===== config.mk =====
export PLATFORM = sky130hd
export DESIGN_NAME = fsync_tracker
export DESIGN_NICKNAME = d
export VERILOG_FILES = /design/src/rtl/fsync_pkg.sv /design/src/rtl/fsync_timer.sv /design/src/rtl/fsync_corr.sv /design/src/rtl/fsync_ctrl.sv /design/src/rtl/fsync_tracker.sv
export SDC_FILE = /design/constraint.sdc
export NUM_CORES = 1
export LEC_CHECK = 0
export BUFFER_PORTS_ARGS = -buffer_cell sky130_fd_sc_hd__buf_2
export CAP_MARGIN = 20
export CORE_ASPECT_RATIO = 0.5
export CORE_MARGIN = 5
export CORE_UTILIZATION = 60
export CTS_CLUSTER_DIAMETER = 200
export DETAILED_ROUTE_END_ITERATION = 10
export PLACE_DENSITY = 0.75
export SLEW_MARGIN = 25
export SYNTH_ARGS = -nofsm -noshare
export SYNTH_HDL_FRONTEND = slang
export SYNTH_HIERARCHICAL = 1
export SYNTH_SLANG_ARGS = --single-unit

===== constraint.sdc =====
create_clock -name clk -period 6.1 [get_ports clk]
set_input_delay 0 -clock clk [delete_from_list [all_inputs] [get_ports clk]]
set_output_delay 0 -clock clk [all_outputs]
set_load 0.02 [all_outputs]

===== src/rtl/fsync_pkg.sv =====
// Shared types for the frame sync tracker.
package fsync_pkg;
    typedef enum logic [1:0] {
        ST_OOS  = 2'b00,
        ST_ERR  = 2'b01,
        ST_LOCK = 2'b10
    } fsync_st_e;
endpackage


===== src/rtl/fsync_timer.sv =====
// Frame timer: counts accepted bits down to the next frame decision bit.
// Assumes load is asserted only together with en. A load value above
// FRAME_BITS-1 stretches the current frame, which is how a late offset
// moves the timing.
module fsync_timer #(
    parameter int FRAME_BITS = 4704,
    parameter int MAX_Q      = 6,
    localparam int TW        = $clog2(FRAME_BITS + 2 * MAX_Q)
) (
    input  logic          clk,
    input  logic          rst_n,
    input  logic          en,
    input  logic          load,
    input  logic [TW-1:0] load_val,
    output logic          eval
);
    logic [TW-1:0] left_q;

    // Down-counter that reloads after each decision bit or takes a realignment value.
    always_ff @(posedge clk) begin
        if (!rst_n) begin
            left_q <= TW'(FRAME_BITS - 1);
        end else if (en) begin
            if (load)              left_q <= load_val;
            else if (left_q == '0) left_q <= TW'(FRAME_BITS - 1);
            else                   left_q <= left_q - TW'(1);
        end
    end

    assign eval = en && (left_q == '0);
endmodule


===== src/rtl/fsync_corr.sv =====
// Correlator: keeps the recent bits and compares the pattern at every
// candidate offset in parallel. Offset index i stands for (i - MAX_Q)
// quats; the centre word ends 2*MAX_Q bits before the newest bit, so
// every candidate is complete when the centre one is judged. Outputs are
// combinational on the bit being accepted.
module fsync_corr #(
    parameter int SYNC_W = 14,
    parameter int MAX_Q  = 6,
    localparam int NOFF  = 2 * MAX_Q + 1,
    localparam int MW    = $clog2(SYNC_W + 1),
    localparam int L     = SYNC_W + 4 * MAX_Q
) (
    input  logic              clk,
    input  logic              rst_n,
    input  logic              en,
    input  logic              din,
    input  logic [SYNC_W-1:0] pat,
    output logic [NOFF-1:0]   exact,
    output logic [MW-1:0]     ctr_match
);
    logic [L-2:0] sr_q;
    logic [L-1:0] sr_n;

    assign sr_n = {sr_q, din};

    // History register of accepted bits, newest at bit 0.
    always_ff @(posedge clk) begin
        if (!rst_n)  sr_q <= '0;
        else if (en) sr_q <= sr_n[L-2:0];
    end

    // One exact comparator per candidate offset.
    for (genvar i = 0; i < NOFF; i++) begin : g_off
        assign exact[i] = (sr_n[2 * (2 * MAX_Q - i) +: SYNC_W] == pat);
    end

    // Agreement count at the expected position only.
    always_comb begin
        logic [SYNC_W-1:0] agree;
        agree     = ~(sr_n[2 * MAX_Q +: SYNC_W] ^ pat);
        ctr_match = '0;
        for (int k = 0; k < SYNC_W; k++) ctr_match = ctr_match + MW'(agree[k]);
    end
endmodule


===== src/rtl/fsync_ctrl.sv =====
// Tracker control: locked / errored / lost levels, missed-frame count,
// search range, hunt qualification and realignment of the frame timer.
// Assumes exact/ctr_match describe the bit accepted in the same clock.
module fsync_ctrl
    import fsync_pkg::*;
#(
    parameter int SYNC_W     = 14,
    parameter int FRAME_BITS = 4704,
    parameter int MAX_Q      = 6,
    parameter int CNT_W      = 4,
    localparam int NOFF      = 2 * MAX_Q + 1,
    localparam int MW        = $clog2(SYNC_W + 1),
    localparam int QW        = $clog2(MAX_Q + 1),
    localparam int TW        = $clog2(FRAME_BITS + 2 * MAX_Q)
) (
    input  logic             clk,
    input  logic             rst_n,
    input  logic             en,
    input  logic             eval,
    input  logic [NOFF-1:0]  exact,
    input  logic [MW-1:0]    ctr_match,
    input  logic [MW-1:0]    thr,
    input  logic [CNT_W-1:0] reach,
    input  logic [CNT_W-1:0] loss,
    output fsync_st_e        st_o,
    output logic [CNT_W-1:0] err_o,
    output logic [QW-1:0]    win_o,
    output logic             tmr_ld,
    output logic [TW-1:0]    tmr_val,
    output logic             stb_o
);
    fsync_st_e        st_q, st_n;
    logic [CNT_W-1:0] err_q, err_n, hunt_q, hunt_n, loss_e, reach_e;
    logic [CNT_W:0]   err_inc, hunt_inc;
    logic [QW-1:0]    win_q, win_n;
    logic             stb_q, stb_n, hit;
    int               lim, hit_off;

    assign loss_e   = (loss == '0)  ? CNT_W'(1) : loss;
    assign reach_e  = (reach == '0) ? CNT_W'(1) : reach;
    assign err_inc  = {1'b0, err_q} + (CNT_W+1)'(1);
    assign hunt_inc = {1'b0, hunt_q} + (CNT_W+1)'(1);

    // Nearest exact candidate inside the current range, negative side first.
    always_comb begin
        lim     = (st_q == ST_ERR) ? int'(win_q) : 0;
        hit     = 1'b0;
        hit_off = 0;
        for (int d = 0; d <= MAX_Q; d++) begin
            if (!hit && d <= lim) begin
                if (exact[MAX_Q - d]) begin
                    hit = 1'b1; hit_off = -d;
                end else if (exact[MAX_Q + d]) begin
                    hit = 1'b1; hit_off = d;
                end
            end
        end
        tmr_val = TW'(FRAME_BITS - 1 + 2 * hit_off);
    end

    // Next-state decision taken on each accepted bit.
    always_comb begin
        st_n = st_q; err_n = err_q; win_n = win_q; hunt_n = hunt_q;
        tmr_ld = 1'b0; stb_n = 1'b0;
        if (en) begin
            unique case (st_q)
                ST_LOCK: if (eval) begin
                    stb_n = 1'b1;
                    if (hit) tmr_ld = 1'b1;
                    else if (loss_e == CNT_W'(1)) begin
                        st_n = ST_OOS; err_n = '0; win_n = '0; hunt_n = '0;
                    end else begin
                        st_n = ST_ERR; err_n = CNT_W'(1); win_n = QW'(1);
                    end
                end
                ST_ERR: if (eval) begin
                    stb_n = 1'b1;
                    if (hit) begin
                        st_n = ST_LOCK; err_n = '0; win_n = '0; tmr_ld = 1'b1;
                    end else if (err_inc >= {1'b0, loss_e}) begin
                        st_n = ST_OOS; err_n = '0; win_n = '0; hunt_n = '0;
                    end else begin
                        err_n = err_inc[CNT_W-1:0];
                        if (ctr_match >= thr)              win_n = QW'(1);
                        else if (win_q != QW'(MAX_Q))      win_n = win_q + QW'(1);
                    end
                end
                default: if (hunt_q == '0) begin
                    if (hit) begin
                        tmr_ld = 1'b1;
                        if (reach_e == CNT_W'(1)) st_n = ST_LOCK;
                        else                      hunt_n = CNT_W'(1);
                    end
                end else if (eval) begin
                    if (hit) begin
                        tmr_ld = 1'b1;
                        if (hunt_inc >= {1'b0, reach_e}) begin
                            st_n = ST_LOCK; hunt_n = '0;
                        end else begin
                            hunt_n = hunt_inc[CNT_W-1:0];
                        end
                    end else begin
                        hunt_n = '0;
                    end
                end
            endcase
        end
    end

    // State registers.
    always_ff @(posedge clk) begin
        if (!rst_n) begin
            st_q <= ST_OOS; err_q <= '0; win_q <= '0; hunt_q <= '0; stb_q <= 1'b0;
        end else begin
            st_q <= st_n; err_q <= err_n; win_q <= win_n; hunt_q <= hunt_n; stb_q <= stb_n;
        end
    end

    assign st_o  = st_q;
    assign err_o = err_q;
    assign win_o = win_q;
    assign stb_o = stb_q;
endmodule


===== src/rtl/fsync_tracker.sv =====
// Top of the frame sync tracker: correlator, frame timer and control.
// Assumes one bit per clock at most, qualified by bit_en.
module fsync_tracker
    import fsync_pkg::*;
#(
    parameter int SYNC_W     = 14,
    parameter int FRAME_BITS = 4704,
    parameter int MAX_Q      = 6,
    parameter int CNT_W      = 4,
    localparam int NOFF      = 2 * MAX_Q + 1,
    localparam int MW        = $clog2(SYNC_W + 1),
    localparam int QW        = $clog2(MAX_Q + 1),
    localparam int TW        = $clog2(FRAME_BITS + 2 * MAX_Q)
) (
    input  logic              clk,
    input  logic              rst_n,
    input  logic              bit_en,
    input  logic              bit_in,
    input  logic [SYNC_W-1:0] sync_pat,
    input  logic [MW-1:0]     match_thr,
    input  logic [CNT_W-1:0]  reach_cnt,
    input  logic [CNT_W-1:0]  loss_cnt,
    output logic [1:0]        sync_state,
    output logic [CNT_W-1:0]  err_cnt,
    output logic [QW-1:0]     search_q,
    output logic              frame_stb
);
    logic [NOFF-1:0] exact;
    logic [MW-1:0]   ctr_match;
    logic            eval, tmr_ld;
    logic [TW-1:0]   tmr_val;
    fsync_st_e       st;

    fsync_corr #(.SYNC_W(SYNC_W), .MAX_Q(MAX_Q)) i_corr (
        .clk(clk), .rst_n(rst_n), .en(bit_en), .din(bit_in), .pat(sync_pat),
        .exact(exact), .ctr_match(ctr_match)
    );

    fsync_timer #(.FRAME_BITS(FRAME_BITS), .MAX_Q(MAX_Q)) i_timer (
        .clk(clk), .rst_n(rst_n), .en(bit_en), .load(tmr_ld), .load_val(tmr_val),
        .eval(eval)
    );

    fsync_ctrl #(.SYNC_W(SYNC_W), .FRAME_BITS(FRAME_BITS), .MAX_Q(MAX_Q), .CNT_W(CNT_W)) i_ctrl (
        .clk(clk), .rst_n(rst_n), .en(bit_en), .eval(eval), .exact(exact),
        .ctr_match(ctr_match), .thr(match_thr), .reach(reach_cnt), .loss(loss_cnt),
        .st_o(st), .err_o(err_cnt), .win_o(search_q), .tmr_ld(tmr_ld),
        .tmr_val(tmr_val), .stb_o(frame_stb)
    );

    assign sync_state = st;
endmodule


==> results of run 1 <==
## timing repair
action | CTS | global route
hold buffers | 1 | 0
setup endpoints to repair | 0 | 0
hold endpoints to repair | 1 | 0
## state kept, by name, indices dropped and copies added (netlist names)
register / count
i_corr/sr_q: 37
i_ctrl/err_o: 4
i_ctrl/hunt_q: 4
i_ctrl/st_o: 2
i_ctrl/stb_o: 1
i_ctrl/win_o: 3
i_timer/left_q: 13
## worst max path at each step
| stage | end | depth (start not counted) |
|---|---|---|
| detailed placement | i_ctrl/win_o[1]$_SDFFE_PN0P_ | 16 |
| global route | i_ctrl/win_o[1]$_SDFFE_PN0P_ | 16 |
| finish | i_ctrl/win_o[1]$_SDFFE_PN0P_ | 16 |
| CTS | i_ctrl/win_o[1]$_SDFFE_PN0P_ | 16 |
| floorplan | i_ctrl/win_o[0]$_SDFFE_PN0P_ | 17 |
| global placement | i_ctrl/win_o[0]$_SDFFE_PN0P_ | 16 |
## final cells by class
cell class | instances | area share [%]
Clock buffer | 14 | 4.05
Timing Repair Buffer | 45 | 3.46
Inverter | 41 | 2.23
Multi-Input combinational cell | 604 | 68.9
Sequential cell | 64 | 18.3
Tap cell | 145 | 2.59
Clock inverter | 2 | 0.500
## power by group
group          internal, W  switching, W
Combinational     0.000129      0.000156
Sequential        0.000420    0.00000224
Clock             0.000361      0.000189
Total             0.000910      0.000348
## layer usage
layer | track usage, % | vias to the layer above | share of wire, %
li1 | - | 2644 | -
met1 | 31.0 | 2606 | 47
met2 | 39.1 | 155 | 46
met3 | 4.61 | 30 | 6.0
met4 | 7.28 | 0 | 1.7
met5 | 0 | - | 0
## cell families (layout without fill, tap and decap cells)
kind of cell | after synthesis | count (layout) | share of synthesized area (%)
flops | 64 | 64 | 18.8
fa+ha+maj | 36 | 36 | 7.58
buf+inv | 129 | 102 | 11.1
xor+xnor | 188 | 188 | 24.2
mux | 41 | 41 | 6.03
compound gates | 105 | 105 | 12.1
other cells | 2 | 8 | 0.110
simple gates | 226 | 226 | 20.2
## cell usage in the layout, fill, tap and decap left out, types with 6 or more instances in the layout
cell,count
dfxtp_1,64
o22ai_1,6
o21ai_0,20
nor3_1,13
a21oi_1,9
o211ai_1,6
nor2_1,23
ha_1,27
mux2i_1,40
buf_2,39
nand2_1,33
nand4_1,45
nor4_2,13
nor2b_1,43
conb_1,8
fa_1,9
clkbuf_16,9
nand3_1,11
inv_1,40
xnor2_1,183
## per-stage QoR
step                utilization, %  hold WS, ps  area, sq um
floorplan                        -          112         6850
global placement              60.4          298         6670
detailed placement            60.4          308         6670
CTS                           63.3         46.0         7000
global route                  63.4         65.6         7010
finish                        63.4         50.1         7010
## Yosys cell counts (all sizes together), types with 5 or more instances
library cell / instances
buf: 66
mux2i: 40
xnor2: 184
fa: 9
nor2: 24
ha: 27
nand2b: 5
nor3: 14
o22ai: 6
nor3b: 5
clkbuf: 22
o21ai: 23
a21oi: 9
o211ai: 7
inv: 41
a21o: 5
nor4: 16
nand4: 45
a211oi: 5
nor2b: 43
nand2: 34
nand3: 11
dfxtp: 64
==> run summary, run 1 <==
In this run the remaining antenna-violating nets after routing total 0. The worst vdd rail ir drop came out at 125 uV. The total number of H-tree levels is 3. The number of setup buffers added after CTS is 0. The remaining global-route overflow is 0. The highest attainable clock frequency is 0.188 GHz. The non-filler instance count after layout is 915.

The number of synthesized flops with an enable pin came out at 0. Counting cells, the worst reg-to-reg path comes to 16. The number of detailed-routing iterations run before antenna repair came out at 5. The total number of placement rows came out at 27.

After synthesis, the share of flip-flops with an asynchronous set or reset is 0%. The flow ran to the end, and the final reports show no timing, DRC or antenna violations. In the synthesized netlist, the number of instances is 791. The peak per-stage delay on the critical path came out at 600 ps. The total global-route track usage is 23.5%. The worst setup path is launched from a flip-flop.

The startpoint identified for the worst register-to-register timing path is i_corr/sr_q[11]$_SDFFE_PN0P_. The total area of multi-input combinational cells came out at 4830 sq um. The area inside the core boundary is 11000 sq um. Summed over all failing endpoints, the final setup total negative slack is 0 ps. Once the clock tree was built, the resizer swapped 0 gates to a different size. The setup path with the least slack is of type flip-flop to flip-flop.

The horizontal extent of the die is 161 um. Walking the worst path, the cells encountered are xnor2_1 > fa_1 > fa_1 > inv_1 > fa_1 > inv_1 > fa_1 > ha_1 > fa_1 > ha_1 > a21o_1 > a211oi_1 > o2111a_1 > and3_4 > o21ai_0 > a21boi_1. For this run, the register share of the synthesized area comes to 18.8%. The post-placement cell count is 898. At the later pin of the worst-skew pair, clock insertion delay measures 340 ps. Yosys attributes the largest share of cell area to xnor2_1, dfxtp_1, mux2i_1. The number of unique standard cell types used by synthesis came out at 80. Setup violations remaining at the end of the flow were counted as 0. The detailed placement HPWL came out at 11.1 mm. The biggest fanout along the worst timing path came out at 9. The worst hold path passes through 2 cells.

The final worst setup slack came out at 777 ps. The overall power came out at 0.00126 W. Between clock sinks in the finished design, the worst skew comes to 9.67 ps. In this run the static leakage power is 2.45 nW. From synthesis to final layout, the design area changed by 2.58%. After filler insertion, the fill cell instance count of the layout stands at 943. The total of warnings raised by yosys came out at 6. The minimum setup slack after placement came out at 800 ps. The final critical path time including I/O delays and setup is 5320 ps.

The worst hold path terminates at i_corr/sr_q[24]$_SDFFE_PN0P_. The power per standard cell area came out at 179 nW/um^2. The first global-routing pass estimated 26.8 mm of wire. The number of global-route vias before repair came out at 5361. The netlist area before placement came out at 6830 sq um. The average cell area after synthesis came out at 8.64 sq um. The effective utilization at floorplan came out at 61.8%. The worst-case headroom to the max-slew limit came out at 37.2%. Of the cells placed in the final design, the portion with a size suffix greater than 1 is 12.9%.

The slew of the pin with the lowest slew margin came out at 943 ps. The root cell of the clock tree is clkbuf_16. The die area came out at 13700 sq um.

The data required time of the critical path came out at 6360 ps. Among all stages on the critical path, the largest delay is contributed by dfxtp_1. Of all cell types, the one taking the most synthesized area is xnor2_1. Across the whole layout, storage elements account for 1280 sq um. Counting flops and latches in the post-synthesis netlist gives 64. By instance count, the cell type seen most on the critical path is fa_1. Using the TritonRoute via totals, the vias-per-cell ratio works out to 5.94. In this run the critical register-to-register path is captured at i_ctrl/win_o[1]$_SDFFE_PN0P_. The overall via count from detail_route came out at 5435.

The primary flip-flop cell chosen by synthesis mapping is dfxtp_1. Of the post-synthesis cell area, the dominant cell type holds 23.5%. The clock transition at the registers of the reported paths came out at 60 ps. The arrival time at the worst endpoint came out at 5580 ps. The clock sink count is 64. The final net count came out at 831.

The number of port buffers came out at 39. Together, buffers and inverters on the worst path number 2. In this run the worst setup path begins at i_corr/sr_q[11]$_SDFFE_PN0P_. The iteration-0 DRC count of the detailed router came out at 347. The largest net degree at the start of global routing is 70. STA classifies the critical path endpoint as a flip-flop. The tool flagged a number of max-cap violations equal to 0.

The min-delay analysis places its worst path in the category input port to flip-flop. Setup repair after global routing left no endpoint under its margin. The I/O pin total came out at 40. The final weighted congestion of routability-driven global placement came out at 0.876. The number of endpoints with negative hold slack in the final report is 0. The number of remaining DRC errors is 0. The die outline height is 85.5 um. The average wire per cell in the routed design came out at 17.2 um.

The maximum root-to-sink buffer count is 2. In this run the most critical hold path is launched from rst_n. The number of CTS-inserted buffers came out at 9. The register-to-register setup slack came out at 780 ps. The final layout contains routed wiring with a total length of 15.7 mm.

The count of inserted antenna diode cells came out at 0. Broken down by cell family, the worst path's largest delay share belongs to adder cells. The final max-slew violation count is 0.

The initial antenna violation count is 0. The CTS tree is yes. The portion of the clock cycle consumed by the worst path in the final layout is 87.3%.
Note: power is estimated with default switching activity, not from simulation.
==> run 2, diff against run 1 <==
--- a/config.mk
+++ b/config.mk
@@ -8,3 +8,3 @@
 export BUFFER_PORTS_ARGS = -buffer_cell sky130_fd_sc_hd__buf_2
-export CAP_MARGIN = 20
+export CAP_MARGIN = 25
 export CORE_ASPECT_RATIO = 0.5
==> constraint.sdc (replaced) <==
create_clock -name clk -period 6.1 [get_ports clk]
set_input_delay 0.61 -clock clk [delete_from_list [all_inputs] [get_ports clk]]
set_output_delay 0.61 -clock clk [all_outputs]
set_load 0.02 [all_outputs]
==> run 2 against run 1 <==
  * Routed wire length grew 1.1%
  * Total power grew 1.5%
  * Non-clock buffer count increased by 2
  * Flip-flop and latch count is the same
  * Critical path depth stayed put
  * Sequential share of layout area is essentially flat
  * Sequential power hardly changed
  * Critical path type unchanged
  * Clock power grew 3%
==> run summary, run 2 (synthesis gave the netlist of run 1 again) <==
For the final database, setup skew stands at 8.03 ps. The worst-case headroom to the max-slew limit is 36.5%. The overall via count from detail_route came out at 5395.

The leading cell type in the layout, fill and taps excluded is xnor2_1. Clock-pin slew was measured on the worst setup and hold paths at 60 ps. At the later pin of the worst-skew pair, clock insertion delay measures 340 ps. Global routing finished with a remaining overflow of 0. The congestion estimate from routability-driven global placement came to 0.918. The arrival time at the worst endpoint is 5570 ps. The area inside the core boundary came out at 11000 sq um. In the layout the commonest cells are xnor2_1, dfxtp_1, nand4_1. The type of element launching the critical path is a flip-flop.

The worst setup path is of the flip-flop to flip-flop kind. Global routing consumed, over all layers together, 23.1% of the routing resources. In this run the horizontal extent of the chip is 161 um.

The most numerous cell type found on the critical path is fa_1. The clock sink count came out at 64. For this run, the post-layout net count is 833. The detailed route wirelength on metal3 is 948 um. The data required time of the critical path is 6370 ps. The die outline height is 85.5 um. The flip-flop count of the largest register after layout came out at 37.

The layout has 938 filler cells. The H-tree was split into 3 levels. Counting the buffers created by CTS gives 9. The final worst setup slack came out at 798 ps. Power spread over the standard cell area amounts to 182 nW/um^2.

The initial antenna violation count is 0. More flip-flops sit in one register than any other, and that register is i_corr/sr_q. In this run the post-CTS setup repair buffer count came out at 0. The root cell of the clock tree is clkbuf_16. After detailed placement, the total cell area comes to 6690 sq um.

The cell area after layout came out at 7020 sq um. The die covers 13700 sq um. The final critical path time including I/O delays and setup is 5300 ps.

The portion of the clock cycle consumed by the worst path in the final layout came out at 86.9%. The post-detailed-routing wire length came out at 15.9 mm. The total area of multi-input combinational cells is 4830 sq um. The setup total negative slack came out at 0 ps. The sequential cells in the finished layout cover a total of 1280 sq um. The detail route stage leaves a number of antenna-violating nets equal to 0. The detailed placement HPWL is 11.1 mm. The signal on the critical path passes through xnor2_1 > fa_1 > fa_1 > inv_1 > fa_1 > inv_1 > fa_1 > ha_1 > fa_1 > ha_1 > a21o_1 > a211oi_1 > o2111a_1 > and3_4 > o21ai_0 > a21boi_1. In the final routed layout, each cell accounts on average for 17.4 um. OpenSTA, run right after detailed placement, puts the worst setup slack at 526 ps. The number of endpoints with negative hold slack in the final report came out at 0. Entering global routing, the biggest net connects 74 pins. Routed signal wires occupy layers up through met4. The maximum root-to-sink buffer count came out at 2. The count of inserted antenna diode cells came out at 0. The cell with the largest stage delay on the worst path is dfxtp_1. The quantity of gates resized following cts came out at 0. The biggest fanout along the worst timing path is 9. The final max-slew violation count came out at 0.

The highest attainable clock frequency is 0.189 GHz. TritonCTS built the clock tree. The final hold slack is 493 ps.

The analysis attributes to cell leakage a power of 2.46 nW. The number of detailed-routing iterations run before antenna repair is 5. STA classifies the critical path endpoint as a flip-flop.

The slew of the pin with the lowest slew margin is 944 ps. The area added between synthesis and finish is 2.80%. In the final layout, the registers with the most flip-flops are i_corr/sr_q (37), i_timer/left_q (13). The number of remaining DRC errors is 0. The flow ran to the end, and the final reports show no timing, DRC or antenna violations.

The number of global-route vias before repair is 5246. Setup violations remaining at the end of the flow were counted as 0. For this block, the initial DRC count from the detailed router was 363. The floorplan has 27 rows. The effective utilization at floorplan is 61.8%. The number of vias per cell came out at 5.88. The max-capacitance violation count came out at 0. Setup repair after global routing left no endpoint under its margin.

The length of routed met2 wiring came out at 7.21 mm. The wire length on met1 came out at 7.59 mm. The number of hold-repair buffers added at the cts stage is 0. The worst vdd rail ir drop is 122 uV. The I/O pin total is 40. The number of port buffers is 39.

The peak per-stage delay on the critical path came out at 610 ps. The first-pass GRT wire length is 26.1 mm. The final core utilization is 63.6%. The share of post-route cells with drive strength above 1 is 13.3%. The worst hold-check path type is flip-flop to flip-flop.
-- run 2: power breakdown --
group | internal, W | switching [W] | total, W
registers | 0.000420 | 0.00000242 | 0.000423
clock network | 0.000366 | 0.000200 | 0.000566
logic | 0.000130 | 0.000158 | 0.000288
total | 0.000917 | 0.000360 | 0.00128
-- run 2: metrics by stage --
stage               power, W  instances
floorplan           0.000676        797
global placement    0.000703        901
detailed placement  0.000718        901
CTS                  0.00129        917
global route         0.00134        917
finish               0.00128        917
-- run 2: worst paths after layout --
path | start | end | slack (ps) | depth (start not counted)
worst min-delay path | i_ctrl/hunt_q[1]$_SDFFE_PN0P_ | i_ctrl/hunt_q[1]$_SDFFE_PN0P_ | 490 | 2
worst min register to register | i_ctrl/hunt_q[1]$_SDFFE_PN0P_ | i_ctrl/hunt_q[1]$_SDFFE_PN0P_ | 490 | 2
worst max-delay path | i_corr/sr_q[12]$_SDFFE_PN0P_ | i_ctrl/win_o[1]$_SDFFE_PN0P_ | 800 | 16
worst max register to register | i_corr/sr_q[12]$_SDFFE_PN0P_ | i_ctrl/win_o[1]$_SDFFE_PN0P_ | 800 | 16
-- run 2: area by class of cell --
class	count	share of cell area, %
Timing Repair Buffer	47	3.63
Clock buffer	10	3.40
Sequential cell	64	18.2
Clock inverter	6	1.18
Tap cell	145	2.58
Multi-Input combinational cell	604	68.7
Inverter	41	2.23
-- run 2: layer usage --
metal	vias to the layer above	global-route usage (%)
li1	2654	-
met1	2567	31.0
met2	157	37.7
met3	17	5.14
met4	0	6.58
met5	-	0
-- run 2: worst max-delay path, delay by kind of cell, from the launching register on --
kind                       cells  cell delay, ps
xor gates and xnor gates       1             250
DFF                            1             610
and+or+nand+nor                1             200
adders and majority gates      7            3040
AOI/OAI and AO/OA              5            1030
buffers and inverters          2             120
==> run 3, diff against run 2 <==
PLACE_DENSITY = unset   (was 0.75)
PLACE_DENSITY_LB_ADDON = 0.25   (was unset)
clock period = 5.1 ns   (was 6.1 ns; I/O delays follow)
==> run 3 against run 2 <==
  * Die area stayed put
  * Flip-flop and latch count did not move
  * Clock skew decreased by 2.4 ps
  * Count of clock-buffer cells in the layout is 1 higher
  * Combinational power is 24% higher
  * First-iteration DRC count is 2.2% lower
  * Sequential share of layout area decreased by 0.36 points
  * Design area grew 2.0%
  * Total power grew 17%
  * Critical path depth is the same
  * Routed wire length decreased by 0.68%
  * Global-route usage about the same
==> run summary, run 3 (synthesis gave the netlist of run 1 again) <==
STA classifies the critical path endpoint as a flip-flop. The iteration-0 DRC count of the detailed router is 355. The overall power came out at 0.00150 W. The root cell of the clock tree is clkbuf_16. Counting flops per register, the top entry is i_corr/sr_q.

The max-capacitance violation count came out at 0. In this run the most critical hold path is launched from bit_in. The internal power of the cells is 0.00107 W. The final worst setup slack is 273 ps. The path with the worst hold slack has its endpoint at i_corr/sr_q[0]$_SDFFE_PN0P_. The power per standard cell area is 209 nW/um^2. The number of global-route vias before repair came out at 5413. The arrival time at the worst endpoint came out at 5050 ps. The final net count came out at 852.

The floorplan step defined a core boundary enclosing 11000 sq um. The biggest fanout along the worst timing path is 2. Buffers inserted to repair hold after CTS numbered 0. The clock sink count is 64. Global routing consumed, over all layers together, 23.1% of the routing resources. The number of cells on the worst reg-to-reg path is 16.

Dividing the detail-routed wire length by the instance count gives 16.9 um. The remaining global-route overflow came out at 0. The worst clock skew is 5.64 ps. The analysis attributes to cell leakage a power of 2.56 nW.

The insertion delay of the later-clocked pin in the worst-skew pair is 330 ps. The worst vdd rail ir drop is 139 uV. The horizontal extent of the die came out at 161 um. The buffering stage count on the worst path with inverters included is 2. On the final layout, the worst hold slack is 482 ps. Using the TritonRoute via totals, the vias-per-cell ratio works out to 5.91. The share of power burned in combinational logic is 23.7%.

The signal on the critical path passes through xnor2_1 > fa_1 > fa_1 > inv_1 > fa_1 > inv_1 > fa_1 > ha_1 > fa_1 > ha_1 > a21o_1 > a211oi_2 > nor2_1 > a211oi_1 > o22ai_1 > o211a_1. In the final layout, the registers with the most flip-flops are i_corr/sr_q (37), i_timer/left_q (13). The type of element launching the critical path is a flip-flop.

The die outline height came out at 85.5 um. The die area is 13700 sq um. Net switching is 28.6% of the power. Sequential cells burn 33.7% of the power. Leaving out fill and tap cells, the most frequent cell in the layout is xnor2_1. The number of remaining DRC errors is 0.

The effective utilization at floorplan came out at 61.8%. The overall via count from detail_route is 5533. The highest attainable clock frequency is 0.207 GHz. The worst hold-check path type is input port to flip-flop. The minimum setup slack after placement came out at -77.5 ps. Along the worst hold path, the cell count comes to 3. Setup violations remaining at the end of the flow were counted as 0. The area added between synthesis and finish is 4.89%. The clock transition at the registers of the reported paths came out at 60 ps.

The final weighted congestion of routability-driven global placement is 0.920. 40 I/O pins were placed. The flip-flop count of the largest register after layout is 37.

The data required time of the critical path is 5320 ps. The largest single stage delay on the critical path is 550 ps. The final core utilization came out at 64.9%.

Detailed placement ended at an HPWL of 11.4 mm. The final layout contains routed wiring with a total length of 15.8 mm. Cells with a size suffix above 1 make up 15.7% of the layout. The worst register-to-register path begins at i_corr/sr_q[14]$_SDFFE_PN0P_. The worst register-to-register path ends at i_ctrl/win_o[0]$_SDFFE_PN0P_. The number of antenna diodes in the final layout is 0. The number of setup buffers added after CTS came out at 0.

The slew of the pin with the lowest slew margin is 785 ps. TritonCTS built the clock tree. The total number of H-tree levels came out at 3. The portion of the clock cycle consumed by the worst path in the final layout is 94.6%. The number of endpoints with negative hold slack in the final report came out at 0. The final max-slew violation count is 0. The number of CTS-inserted buffers came out at 9. The most prevalent standard cell on the critical path is fa_1. The register-to-register setup slack came out at 270 ps.

The maximum root-to-sink buffer count came out at 2. The number of routed nets with antenna violations came out at 0. The flow ran to the end, and the final reports show no timing, DRC or antenna violations. The final critical path time including I/O delays and setup came out at 4830 ps. In the layout the commonest cells are xnor2_1, dfxtp_1, nand4_1.

The clock share of power came out at 42.6%. The worst-case headroom to the max-slew limit is 47.2%. The switching power is 0.000428 W.

The total number of placement rows is 27. For this run, the detailed router's first-pass iteration total came to 5. The slowest stage of the critical path is the fa_1 cell. The initial antenna violation count is 0. Among cell families on the critical path, the largest total delay comes from adder cells. The worst setup path is of the flip-flop to flip-flop kind. The number of port buffers is 39.

The first-pass GRT wire length came out at 26.6 mm. The quantity of gates resized following cts is 0. Setup repair after global routing left no endpoint under its margin. Entering global routing, the biggest net connects 49 pins.
==> run 3: stage by stage <==
step	cells	cell area [sq um]	TNS, ps
global route	936	7170	0
detailed placement	920	6850	-143
floorplan	797	6870	0
finish	936	7170	0
global placement	920	6850	-47.4
CTS	936	7160	0
==> run 3: metal layers <==
layer,track usage (%),routed length (um)
met1,31.1,7470
met2,38.8,7250
met3,4.46,906
met4,5.11,184
met5,0,0
==> run 3: how the worst max path moves through the flow <==
stage | start | endpoint | depth (start not counted)
CTS | i_corr/sr_q[14]$_SDFFE_PN0P_ | i_ctrl/win_o[0]$_SDFFE_PN0P_ | 16
finish | i_corr/sr_q[14]$_SDFFE_PN0P_ | i_ctrl/win_o[0]$_SDFFE_PN0P_ | 16
global route | i_corr/sr_q[14]$_SDFFE_PN0P_ | i_ctrl/win_o[0]$_SDFFE_PN0P_ | 16
detailed placement | sync_pat[3] | i_ctrl/win_o[0]$_SDFFE_PN0P_ | 17
global placement | sync_pat[3] | i_ctrl/win_o[0]$_SDFFE_PN0P_ | 17
floorplan | sync_pat[0] | i_ctrl/win_o[0]$_SDFFE_PN0P_ | 18
==> run 3: area by class of cell <==
cell class                 count  area [sq um]
multi-input combinational    604          4840
fill                         937          3880
sequential                    64          1280
timing repair buffer          66           398
clock buffer                  11           253
tap                          145           181
inverter                      41           156
clock inverter                 5          55.1
==> run 3: power groups by stage <==
stage               logic, W  registers, W  clock network, W
floorplan           0.000294      0.000515                 0
global placement    0.000329      0.000516                 0
detailed placement  0.000341      0.000516                 0
CTS                 0.000344      0.000505          0.000646
global route        0.000400      0.000506          0.000673
finish              0.000356      0.000505          0.000638
==> run 3: tightest hold or removal path, delay by kind of cell <==
family | cells | cell delay [ps]
and+or+nand+nor | 1 | 100
buffers and inverters | 1 | 90
muxes | 1 | 60
